### src/rtl/i2c_mem_pkg.sv
package i2c_mem_pkg;

    // Fixed memory type code carried in the upper nibble of the select byte.
    localparam logic [3:0] MEM_TYPE_CODE = 4'b1010;
    localparam int         BYTE_BITS     = 8;

    typedef enum logic [3:0] {
        ST_IDLE     = 4'd0,
        ST_DEV      = 4'd1,
        ST_DEV_ACK  = 4'd2,
        ST_ADR      = 4'd3,
        ST_ADR_ACK  = 4'd4,
        ST_WDAT     = 4'd5,
        ST_WDAT_ACK = 4'd6,
        ST_TX       = 4'd7,
        ST_TX_ACK   = 4'd8,
        ST_IGNORE   = 4'd9
    } slv_state_t;

endpackage

### src/rtl/i2c_line_sync.sv
module i2c_line_sync #(
    parameter int STAGES = 2
) (
    input  logic clk,
    input  logic rst_n,
    input  logic scl_i,
    input  logic sda_i,
    output logic sda_lvl,
    output logic scl_rise,
    output logic scl_fall,
    output logic start_det,
    output logic stop_det
);

    logic [STAGES-1:0] scl_sh_q, sda_sh_q;
    logic              scl_prev_q, sda_prev_q;
    logic              scl_now, sda_now;

    generate
        if (STAGES > 1) begin : g_chain
            always_ff @(posedge clk or negedge rst_n) begin
                if (!rst_n) begin
                    scl_sh_q <= '1;
                    sda_sh_q <= '1;
                end else begin
                    scl_sh_q <= {scl_sh_q[STAGES-2:0], scl_i};
                    sda_sh_q <= {sda_sh_q[STAGES-2:0], sda_i};
                end
            end
        end else begin : g_single
            always_ff @(posedge clk or negedge rst_n) begin
                if (!rst_n) begin
                    scl_sh_q <= '1;
                    sda_sh_q <= '1;
                end else begin
                    scl_sh_q <= scl_i;
                    sda_sh_q <= sda_i;
                end
            end
        end
    endgenerate

    assign scl_now = scl_sh_q[STAGES-1];
    assign sda_now = sda_sh_q[STAGES-1];

    always_ff @(posedge clk or negedge rst_n) begin
        if (!rst_n) begin
            scl_prev_q <= 1'b1;
            sda_prev_q <= 1'b1;
        end else begin
            scl_prev_q <= scl_now;
            sda_prev_q <= sda_now;
        end
    end

    assign sda_lvl   = sda_now;
    assign scl_rise  = scl_now & ~scl_prev_q;
    assign scl_fall  = ~scl_now & scl_prev_q;
    assign start_det = scl_now & scl_prev_q & sda_prev_q & ~sda_now;
    assign stop_det  = scl_now & scl_prev_q & ~sda_prev_q & sda_now;

endmodule

### src/rtl/i2c_wr_timer.sv
module i2c_wr_timer #(
    parameter int CYCLES = 64
) (
    input  logic clk,
    input  logic rst_n,
    input  logic launch,
    output logic busy
);

    localparam int CW = $clog2(CYCLES + 1);

    logic [CW-1:0] cnt_d, cnt_q;

    always_comb begin
        cnt_d = cnt_q;
        if (launch) begin
            cnt_d = CW'(CYCLES);
        end else if (cnt_q != '0) begin
            cnt_d = cnt_q - CW'(1);
        end
    end

    always_ff @(posedge clk or negedge rst_n) begin
        if (!rst_n) cnt_q <= '0;
        else        cnt_q <= cnt_d;
    end

    assign busy = (cnt_q != '0);

endmodule

### src/rtl/i2c_mem_array.sv
module i2c_mem_array #(
    parameter int ADDR_W     = 8,
    parameter int DATA_W     = 8,
    parameter int PAGE_BYTES = 16
) (
    input  logic                               clk,
    input  logic                               rst_n,
    input  logic [ADDR_W-1:0]                  rd_addr,
    output logic [DATA_W-1:0]                  rd_data,
    input  logic                               wr_en,
    input  logic [ADDR_W-$clog2(PAGE_BYTES)-1:0] wr_page,
    input  logic [PAGE_BYTES-1:0][DATA_W-1:0]  wr_data,
    input  logic [PAGE_BYTES-1:0]              wr_mask
);

    localparam int DEPTH = 1 << ADDR_W;
    localparam int PAW   = $clog2(PAGE_BYTES);

    logic [DATA_W-1:0] mem_q [DEPTH];

    always_ff @(posedge clk or negedge rst_n) begin
        if (!rst_n) begin
            for (int i = 0; i < DEPTH; i++) mem_q[i] <= '0;
        end else if (wr_en) begin
            for (int j = 0; j < PAGE_BYTES; j++) begin
                if (wr_mask[j]) mem_q[{wr_page, PAW'(j)}] <= wr_data[j];
            end
        end
    end

    assign rd_data = mem_q[rd_addr];

endmodule

### src/rtl/i2c_mem_slave.sv
module i2c_mem_slave
    import i2c_mem_pkg::*;
#(
    parameter int ADDR_W      = 8,
    parameter int PAGE_BYTES  = 16,
    parameter int WR_CYCLES   = 64,
    parameter int SYNC_STAGES = 2
) (
    input  logic              clk,
    input  logic              rst_n,
    input  logic              scl_i,
    input  logic              sda_i,
    input  logic [2:0]        chip_en_i,
    input  logic              wr_ok_i,
    output logic [ADDR_W-1:0] wp_addr_o,
    output logic              sda_oe_o,
    output logic              busy_o
);

    localparam int PAW  = $clog2(PAGE_BYTES);
    localparam int PG_W = ADDR_W - PAW;
    localparam int BCW  = $clog2(BYTE_BITS + 1);

    typedef struct packed {
        slv_state_t                          st;
        logic [BCW-1:0]                      bits;
        logic [BYTE_BITS-1:0]                sh;
        logic [ADDR_W-1:0]                   ptr;
        logic                                rd_mode;
        logic                                oe;
        logic [PAGE_BYTES-1:0]               mask;
        logic [PAGE_BYTES-1:0][BYTE_BITS-1:0] pbuf;
    } slv_regs_t;

    slv_regs_t q, d;

    logic sda_lvl, scl_rise, scl_fall, start_det, stop_det;
    logic busy, launch;
    logic [BYTE_BITS-1:0] rd_data;
    logic in_wr_phase;
    logic [PG_W-1:0] ptr_hi;

    i2c_line_sync #(.STAGES(SYNC_STAGES)) u_sync (
        .clk       (clk),
        .rst_n     (rst_n),
        .scl_i     (scl_i),
        .sda_i     (sda_i),
        .sda_lvl   (sda_lvl),
        .scl_rise  (scl_rise),
        .scl_fall  (scl_fall),
        .start_det (start_det),
        .stop_det  (stop_det)
    );

    i2c_wr_timer #(.CYCLES(WR_CYCLES)) u_timer (
        .clk    (clk),
        .rst_n  (rst_n),
        .launch (launch),
        .busy   (busy)
    );

    i2c_mem_array #(
        .ADDR_W     (ADDR_W),
        .DATA_W     (BYTE_BITS),
        .PAGE_BYTES (PAGE_BYTES)
    ) u_array (
        .clk     (clk),
        .rst_n   (rst_n),
        .rd_addr (q.ptr),
        .rd_data (rd_data),
        .wr_en   (launch),
        .wr_page (ptr_hi),
        .wr_data (q.pbuf),
        .wr_mask (q.mask)
    );

    assign ptr_hi = q.ptr[ADDR_W-1:PAW];

    always_comb begin
        d      = q;
        launch = 1'b0;
        if (busy) begin
            // Internal write cycle: the bus is not observed at all.
            d.st   = ST_IDLE;
            d.oe   = 1'b0;
            d.bits = '0;
            d.mask = '0;
        end else if (start_det) begin
            d.st   = ST_DEV;
            d.oe   = 1'b0;
            d.bits = '0;
            d.mask = '0;
        end else if (stop_det) begin
            launch = |q.mask;
            d.st   = ST_IDLE;
            d.oe   = 1'b0;
            d.bits = '0;
            d.mask = '0;
        end else begin
            unique case (q.st)
                ST_DEV, ST_ADR, ST_WDAT: begin
                    if (scl_rise && q.bits != BCW'(BYTE_BITS)) begin
                        d.sh   = {q.sh[BYTE_BITS-2:0], sda_lvl};
                        d.bits = q.bits + BCW'(1);
                    end else if (scl_fall && q.bits == BCW'(BYTE_BITS)) begin
                        d.bits = '0;
                        if (q.st == ST_DEV) begin
                            if (q.sh[7:4] == MEM_TYPE_CODE && q.sh[3:1] == chip_en_i) begin
                                d.oe      = 1'b1;
                                d.rd_mode = q.sh[0];
                                d.st      = ST_DEV_ACK;
                            end else begin
                                d.st = ST_IGNORE;
                            end
                        end else if (q.st == ST_ADR) begin
                            d.ptr = ADDR_W'(q.sh);
                            d.oe  = 1'b1;
                            d.st  = ST_ADR_ACK;
                        end else if (wr_ok_i) begin
                            d.pbuf[q.ptr[PAW-1:0]] = q.sh;
                            d.mask[q.ptr[PAW-1:0]] = 1'b1;
                            d.ptr[PAW-1:0]         = q.ptr[PAW-1:0] + PAW'(1);
                            d.oe                   = 1'b1;
                            d.st                   = ST_WDAT_ACK;
                        end else begin
                            d.mask = '0;
                            d.st   = ST_IGNORE;
                        end
                    end
                end
                ST_DEV_ACK: begin
                    if (scl_fall) begin
                        if (q.rd_mode) begin
                            d.sh = rd_data;
                            d.oe = ~rd_data[BYTE_BITS-1];
                            d.st = ST_TX;
                        end else begin
                            d.oe = 1'b0;
                            d.st = ST_ADR;
                        end
                    end
                end
                ST_ADR_ACK, ST_WDAT_ACK: begin
                    if (scl_fall) begin
                        d.oe = 1'b0;
                        d.st = ST_WDAT;
                    end
                end
                ST_TX: begin
                    if (scl_rise && q.bits != BCW'(BYTE_BITS)) begin
                        d.bits = q.bits + BCW'(1);
                    end else if (scl_fall) begin
                        if (q.bits == BCW'(BYTE_BITS)) begin
                            d.oe   = 1'b0;
                            d.bits = '0;
                            d.ptr  = q.ptr + ADDR_W'(1);
                            d.st   = ST_TX_ACK;
                        end else begin
                            d.sh = {q.sh[BYTE_BITS-2:0], 1'b0};
                            d.oe = ~q.sh[BYTE_BITS-2];
                        end
                    end
                end
                ST_TX_ACK: begin
                    if (scl_rise) begin
                        if (sda_lvl) d.st = ST_IGNORE;
                        else         d.bits = BCW'(1);
                    end else if (scl_fall && q.bits != '0) begin
                        d.bits = '0;
                        d.sh   = rd_data;
                        d.oe   = ~rd_data[BYTE_BITS-1];
                        d.st   = ST_TX;
                    end
                end
                default: begin
                    d.oe = 1'b0;
                end
            endcase
        end
    end

    always_ff @(posedge clk or negedge rst_n) begin
        if (!rst_n) q <= '0;
        else        q <= d;
    end

    assign in_wr_phase = (q.st == ST_WDAT) || (q.st == ST_WDAT_ACK);
    assign wp_addr_o   = q.ptr;
    assign sda_oe_o    = q.oe;
    assign busy_o      = busy;

endmodule

### config.mk
export PLATFORM = sky130hd
export DESIGN_NAME = i2c_mem_slave
export DESIGN_NICKNAME = d
export VERILOG_FILES = /design/src/rtl/i2c_mem_pkg.sv /design/src/rtl/i2c_line_sync.sv /design/src/rtl/i2c_wr_timer.sv /design/src/rtl/i2c_mem_array.sv /design/src/rtl/i2c_mem_slave.sv
export SDC_FILE = /design/constraint.sdc
export NUM_CORES = 2
export LEC_CHECK = 0
export BUFFER_PORTS_ARGS = -buffer_cell sky130_fd_sc_hd__buf_4
export CORE_MARGIN = 5
export CORE_UTILIZATION = 35
export DETAILED_ROUTE_END_ITERATION = 10
export PLACE_DENSITY = 0.58
export REMOVE_ABC_BUFFERS = 1
export SYNTH_ARGS = -nofsm -noshare
export SYNTH_HDL_FRONTEND = slang
export SYNTH_SLANG_ARGS = --single-unit
### constraint.sdc
create_clock -name clk -period 4.36 [get_ports clk]
set_input_delay 0 -clock clk [delete_from_list [all_inputs] [get_ports clk]]
set_output_delay 0 -clock clk [all_outputs]
set_load 0.1 [all_outputs]
==> results.yml <==
outcome:
  outcome: "finished, final reports clean"
clock_tree:
  cts_max_level: 4
  clock_latency_ns: 0.94
  cts_hold_buf: 9
  cts_made_buffers: 238
  cts_buffer_depth: 4
  cts_resized: 0
  cts_tree: "yes"
  post_cts_buffers: 0
  root_buffer: "clkbuf_16"
  cts_sinks: 2231
  path_clk_slew_ns: 0.06
flow_run:
  cap_violations: 0
pwr:
  power_mw: 44.06
  ir_drop_mv: 0.3858
  p_leak_nw: 54.78
  powerDensity_nw_per_um2: 376.5
synth:
  yosys_warnings: 0
  synth_area_um2: 100700
  synth_top_area_share_pct: 55.31
  yosysMostFrequentCell: "dfrtp_1"
  syn_inst: 6305
  syn_avg_cell_area_um2: 15.97
  ys_types: 75
  synth-edff-count: 0
  postSynth.asyncResetShare_pct: 100.0
  synth_seq_area_share_pct: 55.47
  synth-main-ff-cell: "dfrtp_1"
  synth_top_area_cell: "dfrtp_1"
  synthTopCellsByArea: "dfrtp_1 55%, mux2_2 24%, mux4_2 13%"
  synthTopCellsByCount: "2225 x dfrtp_1, 2187 x mux2_2, 572 x mux4_2, 227 x clkbuf_1, 221 x nor2_1"
  synth_seq_cells: 2231
timing:
  rsz0062_at_grt: "no"
  maxSlewViolCount: 0
  period_minus_slack_ns: 4.175
  max_slew_margin_pct: 6.622
  skew_ns: 0.07810
  setup_violations: 0
  setup_tns_ns: 0
  finalHoldViolations: 0
  period_share_pct: 95.76
  max_clock_freq_mhz: 239.5
  worst_pin_slew_ns: 1.401
placement:
  io_buffers: 17
  placed_area_um2: 108900
  place_hpwl_um: 296500
  globalplace.congestion: 1.106
routing:
  avgRoutedWirePerCell_um: 39.40
  final_antenna_net_count: 0
  drt-total-wl_um: 424700
  first_iter_violations: 7531
  dr.pass1.iters: 6
  drc_errors: 0
  via_per_inst: 6.008
  dr_total_vias: 64757
die:
  dieWidth_um: 546.3
  initial_core_util_pct: 35.06
  dieArea_um2: 298400
  fp.coreArea_um2: 287200
  rows: 197
  ios: 18
  die_y_um: 546.3
setup_path:
  path_class: "reg2reg"
  crit_path_start: "wp_addr_o[1]$_DFFE_PN0P_"
  critPathCaptureType: "flop"
  reg2reg_depth: 10
  crit_required_ns: 5.20
  critPathLaunchType: "flop"
  r2r-start: "wp_addr_o[1]$_DFFE_PN0P_"
  path_max_fanout: 30
  crit_arrival_ns: 5.02
grt:
  antenna_found_initial: 101
  grt_pass1_vias: 64441
  grt_first_pass_wirelength_um: 577800
  gr-total-overflow: 0
  grt_max_degree: 165
  gr-usage-all-layers_pct: 27.95
cells_and_area:
  drive_above_1_share_pct: 55.54
  nFillCells: 25872
  syn_to_final_growth_pct: 16.25
  final_cell_area_um2: 117000
  nets: 6804
hold_path:
  hp-class: "in2async"
-- cell usage in the layout (no fill, tap or decap), types with 40 or more instances in the layout --
cell type	netlist	layout
o21ai_0	44	44
buf_4	46	559
buf_12	1	48
mux2_2	2187	2187
clkbuf_1	227	44
clkinv_2	0	55
nor2_2	92	94
mux2i_1	74	74
a21oi_1	44	44
nand2_1	125	124
a22oi_1	40	40
nor2_1	221	219
dfrtp_1	2225	2214
mux4_2	572	572
clkbuf_16	0	238
-- per-stage QoR --
step	hold slack (ns)	worst slack (ns)	util [%]	std cells
after floorplan	-0.2956	-20.77	-	5932
after global placement	0.03024	0.3116	37.91	10321
after detailed placement	0.04972	0.3391	37.91	10321
after CTS	0.01841	0.3211	40.73	10751
after global routing	0.07358	0.2068	40.73	10753
final	0.04165	0.1847	40.75	10779
-- cells by family after synthesis --
group | after synthesis | synth area share [%]
muxes | 2837 | 38.10
DFF | 2231 | 55.47
and+or+nand+nor | 567 | 2.662
buffers and inverters | 397 | 1.843
AOI/OAI and AO/OA | 259 | 1.779
xor gates and xnor gates | 7 | 0.06090
adders and majority gates | 7 | 0.08700
-- cell type report --
cell class / count / area, um2 / area share, %
antenna: 28 / 70.07 / 0.05987
timing repair buffer: 617 / 5293 / 4.523
inverter: 24 / 90.09 / 0.07698
clock buffer: 321 / 6658 / 5.689
tap: 3781 / 4731 / 4.042
clock inverter: 100 / 1320 / 1.128
multi-input combinational: 3677 / 43010 / 36.75
sequential: 2231 / 55860 / 47.73
-- layer usage --
metal,global-route usage (%),vias to the layer above,part of all wire (%)
met5,0,-,0.050
met2,40.56,3484,43
met4,14.88,30,6.4
met3,8.256,842,10
met1,37.79,35738,40
li1,-,24663,-
-- final timing paths --
path / slack [ns] / to
min in group clk: 0.13 / q[169]$_DFFE_PN0P_
min reg2reg: 0.36 / u_sync.scl_sh_q[1]$_DFF_PN1_
max in group asynchronous: 3.29 / u_array.mem_q[1447]$_DFFE_PN0P_
min: 0.04 / sda_oe_o$_DFFE_PN0P_
max: 0.18 / sda_oe_o$_DFFE_PN0P_
max reg2reg: 0.18 / sda_oe_o$_DFFE_PN0P_
-- state kept, by name, summed over array words and instances, names as in the netlist --
register           count
u_array.mem_q       2048
q                    161
u_sync.sda_prev_q      1
sda_oe_o               1
u_sync.scl_sh_q        2
u_sync.sda_sh_q        2
u_timer.cnt_q          7
wp_addr_o              8
u_sync.scl_prev_q      1
-- report_power, final --
part	switching [mW]	internal, mW	total (mW)	leakage, nW
clock	8.85	12.3	21.1	3.95
sequential	0.193	20.8	21.0	31.1
combinational	1.58	0.394	1.97	19.7
total	10.6	33.4	44.1	54.8
-- critical path: stages, from the launching register on --
cell and delay, ns:
dfrtp_4 0.75, buf_12 0.30, buf_12 0.22, mux2i_1 0.59, a22oi_1 0.38, nand3_1 0.18
o211a_1 0.38, a211oi_1 0.15, o32a_1 0.33, or4_1 0.53, a21oi_1 0.17
Power figures use the tool's default switching activity.
